[config.mk]
export PLATFORM = sky130hd
export DESIGN_NAME = pcm_strobe_port
export DESIGN_NICKNAME = d
export VERILOG_FILES = /design/src/rtl/pcm_strobe_pkg.sv /design/src/rtl/pcm_strobe_ctrl.sv /design/src/rtl/pcm_strobe_dp.sv /design/src/rtl/pcm_strobe_port.sv
export SDC_FILE = /design/constraint.sdc
export NUM_CORES = 1
export LEC_CHECK = 0
export CAP_MARGIN = 20
export CORE_MARGIN = 2
export CORE_UTILIZATION = 40
export DETAILED_ROUTE_END_ITERATION = 10
export MAX_ROUTING_LAYER = met4
export PLACE_DENSITY = 0.63
export SLEW_MARGIN = 10
export SYNTH_ARGS = -nofsm -noshare
export SYNTH_HDL_FRONTEND = slang
export SYNTH_SLANG_ARGS = --single-unit
[constraint.sdc]
create_clock -name clk -period 2.02 [get_ports clk]
set_clock_uncertainty 0.2 [all_clocks]
set_input_delay 0.404 -clock clk [delete_from_list [all_inputs] [get_ports clk]]
set_output_delay 0.404 -clock clk [all_outputs]
set_load 0.05 [all_outputs]
[src/rtl/pcm_strobe_pkg.sv]
package pcm_strobe_pkg;

  localparam int SAMPLE_W = 8;

  typedef logic [SAMPLE_W-1:0] sample_t;

  localparam sample_t QUIET_MU = 8'hFF;
  localparam sample_t QUIET_A  = 8'hD5;

  // strobes from control to datapath, valid for one system clock
  typedef struct packed {
    logic drive;     // output driver enabled
    logic loadTx;    // window opened: load transmit shifter
    logic shiftTx;   // rising bit clock after a sampled bit: advance output
    logic sampleRx;  // falling bit clock: take one input bit
    logic closeOk;   // window closed with a full byte received
    logic rxBit;     // synchronized input bit
  } portCtl_t;

  function automatic sample_t quietCode(input logic aLawSel);
    return aLawSel ? QUIET_A : QUIET_MU;
  endfunction

endpackage

[src/rtl/pcm_strobe_ctrl.sv]
module pcm_strobe_ctrl
  import pcm_strobe_pkg::*;
#(
  parameter int SYNC_STAGES = 2,
  parameter int BITS        = SAMPLE_W
) (
  input  logic     clk,
  input  logic     rst,
  input  logic     bclk,
  input  logic     stb,
  input  logic     din,
  output portCtl_t ctl
);

  localparam int CNT_W = $clog2(BITS + 1);
  localparam logic [CNT_W-1:0] FULL = CNT_W'(BITS);

  logic [SYNC_STAGES:0]   bclkPipe;
  logic [SYNC_STAGES:0]   stbPipe;
  logic [SYNC_STAGES-1:0] dinPipe;
  logic [CNT_W-1:0]       rxCount;
  logic                   bitTaken;

  logic bclkNow, bclkPrev, stbNow, stbPrev;
  logic bclkRise, bclkFall, stbRise, stbFall;

  assign bclkNow  = bclkPipe[SYNC_STAGES-1];
  assign bclkPrev = bclkPipe[SYNC_STAGES];
  assign stbNow   = stbPipe[SYNC_STAGES-1];
  assign stbPrev  = stbPipe[SYNC_STAGES];

  assign bclkRise = bclkNow & ~bclkPrev;
  assign bclkFall = ~bclkNow & bclkPrev;
  assign stbRise  = stbNow & ~stbPrev;
  assign stbFall  = ~stbNow & stbPrev;

  always_ff @(posedge clk) begin
    if (rst) begin
      bclkPipe <= '0;
      stbPipe  <= '0;
      dinPipe  <= '0;
    end else begin
      bclkPipe <= {bclkPipe[SYNC_STAGES-1:0], bclk};
      stbPipe  <= {stbPipe[SYNC_STAGES-1:0], stb};
      dinPipe  <= {dinPipe[SYNC_STAGES-2:0], din};
    end
  end

  // bit bookkeeping inside one window
  always_ff @(posedge clk) begin
    if (rst) begin
      rxCount  <= '0;
      bitTaken <= 1'b0;
    end else if (stbRise) begin
      rxCount  <= '0;
      bitTaken <= 1'b0;
    end else if (stbNow) begin
      if (bclkFall) begin
        bitTaken <= 1'b1;
        if (rxCount != FULL) rxCount <= rxCount + 1'b1;
      end else if (bclkRise) begin
        bitTaken <= 1'b0;
      end
    end
  end

  always_comb begin
    ctl.drive    = stbPrev;
    ctl.loadTx   = stbRise;
    ctl.shiftTx  = stbNow & ~stbRise & bclkRise & bitTaken;
    ctl.sampleRx = stbNow & ~stbRise & bclkFall & (rxCount != FULL);
    ctl.closeOk  = stbFall & (rxCount == FULL);
    ctl.rxBit    = dinPipe[SYNC_STAGES-1];
  end

endmodule

[src/rtl/pcm_strobe_dp.sv]
module pcm_strobe_dp
  import pcm_strobe_pkg::*;
(
  input  logic     clk,
  input  logic     rst,
  input  portCtl_t ctl,
  input  logic     asyncMode,
  input  logic     aLaw,
  input  logic     txMute,
  input  sample_t  txByte,
  output logic     dout,
  output logic     doutEn,
  output sample_t  rxByte,
  output logic     rxValid
);

  sample_t txShift, txHold, rxShift, rxHold, quiet;

  assign quiet = quietCode(aLaw);

  // transmit side
  always_ff @(posedge clk) begin
    if (rst) begin
      txShift <= quiet;
      txHold  <= quiet;
    end else if (ctl.loadTx) begin
      txHold <= txByte;
      if (txMute)         txShift <= quiet;
      else if (asyncMode) txShift <= txHold;
      else                txShift <= txByte;
    end else if (ctl.shiftTx) begin
      txShift <= {txShift[SAMPLE_W-2:0], quiet[0]};
    end
  end

  // receive side
  always_ff @(posedge clk) begin
    if (rst) begin
      rxShift <= quiet;
      rxHold  <= quiet;
      rxByte  <= quiet;
      rxValid <= 1'b0;
    end else begin
      rxValid <= 1'b0;
      if (ctl.sampleRx) rxShift <= {rxShift[SAMPLE_W-2:0], ctl.rxBit};
      if (ctl.closeOk) begin
        rxHold  <= rxShift;
        rxByte  <= asyncMode ? rxHold : rxShift;
        rxValid <= 1'b1;
      end
    end
  end

  assign doutEn = ctl.drive;
  assign dout   = ctl.drive & txShift[SAMPLE_W-1];

endmodule

[src/rtl/pcm_strobe_port.sv]
module pcm_strobe_port
  import pcm_strobe_pkg::*;
#(
  parameter int SYNC_STAGES = 2
) (
  input  logic                clk,
  input  logic                rst,
  input  logic                bclk,
  input  logic                stb,
  input  logic                din,
  input  logic                asyncMode,
  input  logic                aLaw,
  input  logic                txMute,
  input  logic [SAMPLE_W-1:0] txByte,
  output logic                dout,
  output logic                doutEn,
  output logic [SAMPLE_W-1:0] rxByte,
  output logic                rxValid
);

  portCtl_t ctl;

  pcm_strobe_ctrl #(.SYNC_STAGES(SYNC_STAGES), .BITS(SAMPLE_W)) u_ctrl (
    .clk (clk),
    .rst (rst),
    .bclk(bclk),
    .stb (stb),
    .din (din),
    .ctl (ctl)
  );

  pcm_strobe_dp u_dp (
    .clk      (clk),
    .rst      (rst),
    .ctl      (ctl),
    .asyncMode(asyncMode),
    .aLaw     (aLaw),
    .txMute   (txMute),
    .txByte   (txByte),
    .dout     (dout),
    .doutEn   (doutEn),
    .rxByte   (rxByte),
    .rxValid  (rxValid)
  );

endmodule

Word level (Yosys, flattened, before mapping)
Index checks and enable logic that the tools add are counted.

Flip-flop bits (word level): 54. Input bits: 16. Output and inout bits: 11. Logic and storage cells: 56.

Add/subtract/negate cells: 1. Equal/unequal tests: 2. Mux-type cells: 18. Bitwise logic cells: 16. Reduce and logical (&&, ||, !) cells: 8.

Operators with widths (count): 8-bit two-way mux (14); 1-bit bitwise AND (11); 2-bit nonzero test (4); 6-bit two-way mux (1); 1-bit NOT (5); 4-bit by 1-bit adder with 4-bit output (second input constant) (1); 4-bit equality test (second input constant) (1); 4-bit inequality test (second input constant) (1); 1-bit two-way mux (3); 3-bit AND reduction (1); 3-bit nonzero test (1); 2-bit AND reduction (1); 2-bit OR reduction (1).

Logic depth before layout (Yosys ltp)
Depth in word-level cells: 9. Gate-level depth with buffers: 5. Gate-level depth less buffers: 5.

Cells and area by module
Synthesis repeated with hierarchy kept, for this count alone.

Cells, all modules: 192. Area total of the unflattened synthesis: 2354.8 um2.

Modules (own cells, without submodules): pcm_strobe_dp (times used 1, cells each 128, area an instance 1774.2 um2, sequential area each 1221.2 um2); pcm_strobe_ctrl (times used 1, cells each 64, area an instance 580.6 um2, sequential area each 260.2 um2).

Worst setup path after synthesis
OpenSTA, ideal clock, no wires.

Path type: register -> register. Start: reg u_ctrl.stbPipe[2]. End: reg u_dp.txShift[2], data pin. Library setup time: 0.265 ns. Data arrival time: 1.348 ns. Required time: 1.555 ns. Slack: 0.206 ns. Cell stages (with the launch flop): 5. Path buffers: 1. Clock period less this slack: 1.814 ns. Cell sequence: dfxtp_1 > nand2b_1 > buf_6 > nand2_2 > a2bb2oi_1.

Cells in the longest elaborated chain, start to end: 4.

Ends and longest elaborated chain: start, declared (line pcm_strobe_ctrl.sv:19) `logic [SYNC_STAGES:0] stbPipe;`; start signal, assigned (line pcm_strobe_ctrl.sv:44) `stbPipe <= {stbPipe[SYNC_STAGES-1:0], stb};`; 1-bit NOT (line pcm_strobe_ctrl.sv:34) `assign stbRise = stbNow & ~stbPrev;`; 1-bit bitwise AND (line pcm_strobe_ctrl.sv:34); 8-bit two-way mux (line pcm_strobe_dp.sv:26) `end else if (ctl.loadTx) begin`; 8-bit two-way mux (line pcm_strobe_dp.sv:23) `if (rst) begin`; end signal, assigned (line pcm_strobe_dp.sv:24) `txShift <= quiet;`; end signal, assigned (line pcm_strobe_dp.sv:28) `if (txMute) txShift <= quiet;`; end signal, assigned (line pcm_strobe_dp.sv:29) `else if (asyncMode) txShift <= txHold;`; end, declared (line pcm_strobe_dp.sv:17) `sample_t txShift, txHold, rxShift, rxHold, quiet;`.

Every way passes these cells. A chain may end at the register's enable or synchronous reset.

Worst setup path in the final report
Start: in asyncMode. End: reg u_dp.txShift[3], data pin.

Cells in the longest elaborated chain, start to end: 4.

Ends and longest elaborated chain: start, declared (line pcm_strobe_port.sv:11) `input logic asyncMode,`; 8-bit two-way mux (line pcm_strobe_dp.sv:29); 8-bit two-way mux (line pcm_strobe_dp.sv:28); 8-bit two-way mux (line pcm_strobe_dp.sv:26); 8-bit two-way mux (line pcm_strobe_dp.sv:23).

Every way passes these cells.

==> impl_metrics.env <==
export IMPL_largest_family_of_logic_cells_by_synthesized_area="simple AND/OR/NAND/NOR gates"
export IMPL_hold_path_depth=1
export IMPL_critPathArrivalTime_ns=1.70
export IMPL_timing_final_crit_period_ns=1.86
export IMPL_power_frac_clock_pct=27.7
export IMPL_netSwitchingFraction_pct=23.4
export IMPL_seq_power_share_pct=60.0
export IMPL_largest_net_degree_at_the_start_of_global_routing=17
export IMPL_path_clk_slew_ns=0.09
export IMPL_multi_input_comb_area_um2=768
export IMPL_netlist_top_cells_area="sky130_fd_sc_hd__edfxtp_1, sky130_fd_sc_hd__dfxtp_1, sky130_fd_sc_hd__mux2i_1, sky130_fd_sc_hd__or2_2, sky130_fd_sc_hd__nor2b_1"
export IMPL_final_critical_path_setup_slack_ns=0.159
export IMPL_synth_top_cells_by_count="sky130_fd_sc_hd__edfxtp_1, sky130_fd_sc_hd__mux2i_1, sky130_fd_sc_hd__dfxtp_1, sky130_fd_sc_hd__or2_2"
export IMPL_firstDrtPassIters=4
export IMPL_yosys_most_used_dff="sky130_fd_sc_hd__edfxtp_1"
export IMPL_seq_area_um2=1480
export IMPL_postSynthCellCount=178
export IMPL_power_static_leakage_nw=1.08
export IMPL_dp_cells=296
export IMPL_synthToLayoutAreaGrowth_pct=26.7
export IMPL_start_kind="primary input"
export IMPL_cts_sinks=54
export IMPL_synthXorXnorAreaFrac_pct=0
export IMPL_initial_utilization_pct=41.8
export IMPL_place_ws_ns=-0.231
export IMPL_globalplace_congestion=0.870
export IMPL_layout_drive_gt1_share_pct=27.7
export IMPL_worst_skew_pair_late_latency_ns=0.30
export IMPL_synth_most_common_cell="sky130_fd_sc_hd__edfxtp_1"
export IMPL_synth_nets=198
export IMPL_max_clock_path_buffers=2
export IMPL_chipWidth_um=80.1
export IMPL_cts_hold_repair_buffers=0
export IMPL_num_vias=1477
export IMPL_final_hold_violation_count=0
export IMPL_rsz0062_at_grt="false"
export IMPL_postRouteAntennaNets=0
export IMPL_slew_headroom_pct=73.3
export IMPL_cp_end_kind="register"
export IMPL_hold_crit_class="register to register"
export IMPL_status="finished, final reports clean"
export IMPL_r2r_slack_ns=0.16
export IMPL_vias_per_cell=4.87
export IMPL_max_cap_check_violation_count=0
export IMPL_die_h_um=80.1
export IMPL_cts_made_buffers=5
export IMPL_syn_area_per_cell_um2=13.0
export IMPL_grt_first_pass_wirelength_mm=6.86
export IMPL_synth_cell_area_um2=2320
export IMPL_fin_hold_ws_ns=0.249
export IMPL_cts_root_buf="sky130_fd_sc_hd__clkbuf_8"
export IMPL_worst_slew_pin_transition_ns=0.399
export IMPL_synth_edff_count=40
export IMPL_antennaDiodeCount=0
export IMPL_ctsHtreeMaxLevel=2
export IMPL_synth_yosys_warnings=0
export IMPL_synth_compound_area_share_pct=8.00
export IMPL_antenna_found_initial=0
export IMPL_final_wirelength_mm=4.22
export IMPL_power_net_switching_uw=494
export IMPL_synth_ff_latch_count=54
export IMPL_reg2regPathDepth=6
export IMPL_tritoncts="yes"
export IMPL_timing_max_transition_violations_final=0
export IMPL_avgRoutedWirePerCell_um=13.9
export IMPL_io_pins=27
export IMPL_path_max_fanout=8
export IMPL_timing_final_crit_share_pct=92.1
export IMPL_timing_final_setup_violations=0
export IMPL_grt_remaining_overflow=0
export IMPL_finish_net_count=251
export IMPL_synth_fa_ha_area_share_pct=2.16
export IMPL_detailedPlacementHpwl_mm=3.05
export IMPL_powerDensity_nw_per_um2=720
export IMPL_rows=27
export IMPL_synth_top_area_share_pct=51.9
export IMPL_fp_coreArea_um2=5540
export IMPL_placement_io_buffers=26
export IMPL_p_int_mw=1.62
export IMPL_share_of_synthesized_flip_flops_with_an_asynchronous_set_or_reset_pct=0
export IMPL_synth_simple_area_share_pct=16.5
export IMPL_fmaxAchievable_mhz=537
export IMPL_synth_distinct_cells=28
export IMPL_die_area_um2=6410
export IMPL_grt_pass1_vias=1451
export IMPL_power_frac_comb_pct=12.3
export IMPL_ir_drop_mv=0.359
export IMPL_yosysTopAreaCell="sky130_fd_sc_hd__edfxtp_1"
export IMPL_fillCellCount=488
export IMPL_share_of_cell_area_taken_by_muxes_after_synthesis_pct=6.48
export IMPL_cp_data_required_time_ns=1.86
export IMPL_portion_of_the_post_synthesis_area_used_by_sequential_elements_pct=64.0
export IMPL_critical_path_class="primary input to register"
export IMPL_track_usage_pct=14.4
export IMPL_detail_route_drc_violations=0
export IMPL_non_filler_instance_count_after_layout=303
export IMPL_drt_first_iter_violations=58
[cell type report]
class	count	share of cell area, %
repair buffers	54	16.8
multi-input cells	111	26.2
inverters	5	0.640
clock buffers	5	2.35
flip-flops and latches	54	50.5
clock inverters	2	0.469
well taps	72	3.07
[path summary, 6_finish.rpt]
| check | startpoint | to |
|---|---|---|
| worst max register to register | u_ctrl.rxCount[0] | u_dp.rxShift[3] |
| worst max-delay path | asyncMode | u_dp.txShift[3] |
| worst min register to register | u_ctrl.bclkPipe[0] | u_ctrl.bclkPipe[1] |
| worst min-delay path | u_ctrl.bclkPipe[0] | u_ctrl.bclkPipe[1] |
[registers in the layout, summed over array words and instances, names as in the netlist]
name             cells
u_ctrl.rxCount       4
u_dp.txHold          8
u_dp.rxHold          8
u_dp.rxByte          8
u_ctrl.bclkPipe      3
u_dp.txShift         8
u_dp.rxShift         8
u_ctrl.dinPipe       2
u_ctrl.stbPipe       3
u_ctrl.bitTaken      1
u_dp.rxValid         1
[through the flow]
stage	utilization (%)	setup TNS, ns	power, mW	instance area, um2
after floorplan	-	0	1.43	2320
after global placement	51.4	-0.451	1.55	2850
after detailed placement	51.4	-1.05	1.56	2850
after CTS	52.9	0	2.14	2930
after global routing	53.0	0	2.19	2930
final	53.0	0	2.11	2930
[cells by family (layout without fill, tap and decap cells)]
group / after synthesis / in the layout
multiplexers: 15 / 15
flip-flops: 54 / 54
buffers and inverters: 13 / 66
AO/OA/AOI/OAI: 21 / 21
AND/OR/NAND/NOR: 71 / 71
adder cells (fa/ha/maj): 4 / 4
[cell usage in the layout, fill, tap and decap left out, types with 2 or more instances in the layout]
cell,n
sky130_fd_sc_hd__a2111oi_4,2
sky130_fd_sc_hd__a21o_1,2
sky130_fd_sc_hd__a21oi_1,6
sky130_fd_sc_hd__a221oi_1,3
sky130_fd_sc_hd__a2bb2oi_1,4
sky130_fd_sc_hd__and2_1,8
sky130_fd_sc_hd__buf_12,4
sky130_fd_sc_hd__buf_4,35
sky130_fd_sc_hd__clkbuf_8,5
sky130_fd_sc_hd__clkdlybuf4s50_1,15
sky130_fd_sc_hd__dfxtp_1,14
sky130_fd_sc_hd__edfxtp_1,40
sky130_fd_sc_hd__ha_1,4
sky130_fd_sc_hd__inv_1,5
sky130_fd_sc_hd__mux2i_1,15
sky130_fd_sc_hd__nand2_1,13
sky130_fd_sc_hd__nand3_1,4
sky130_fd_sc_hd__nor2_1,13
sky130_fd_sc_hd__nor2b_1,11
sky130_fd_sc_hd__o21ai_0,3
sky130_fd_sc_hd__or2_2,14
sky130_fd_sc_hd__or3_1,3
[power groups by stage]
stage	Clock, mW	Combinational, mW	Sequential (mW)
2_1_floorplan	0	0.111	1.32
3_3_place_gp	0	0.256	1.29
3_5_place_dp	0	0.263	1.29
4_1_cts	0.603	0.263	1.27
5_1_grt	0.636	0.281	1.27
6_report	0.585	0.260	1.27
[per-layer routing]
layer | global-route usage [%] | vias to the layer above | share of wire (%)
li1 | - | 733 | -
met1 | 17.5 | 726 | 44
met2 | 24.4 | 16 | 53
met3 | 3.03 | 2 | 2.7
met4 | 4.07 | 0 | 0.59
met5 | - | - | 0
[critical path, stage by stage]
cell and delay [ns]:
sky130_fd_sc_hd__clkdlybuf4s50_1 0.66, sky130_fd_sc_hd__nor2b_1 0.09, sky130_fd_sc_hd__a2111oi_1 0.39, sky130_fd_sc_hd__a221oi_1 0.16
[repair_timing]
item	CTS	global route
endpoints found under the setup margin	0	1
gates resized for setup	0	1
setup buffers	0	0
No activity file was read; power rests on OpenSTA's default activity.
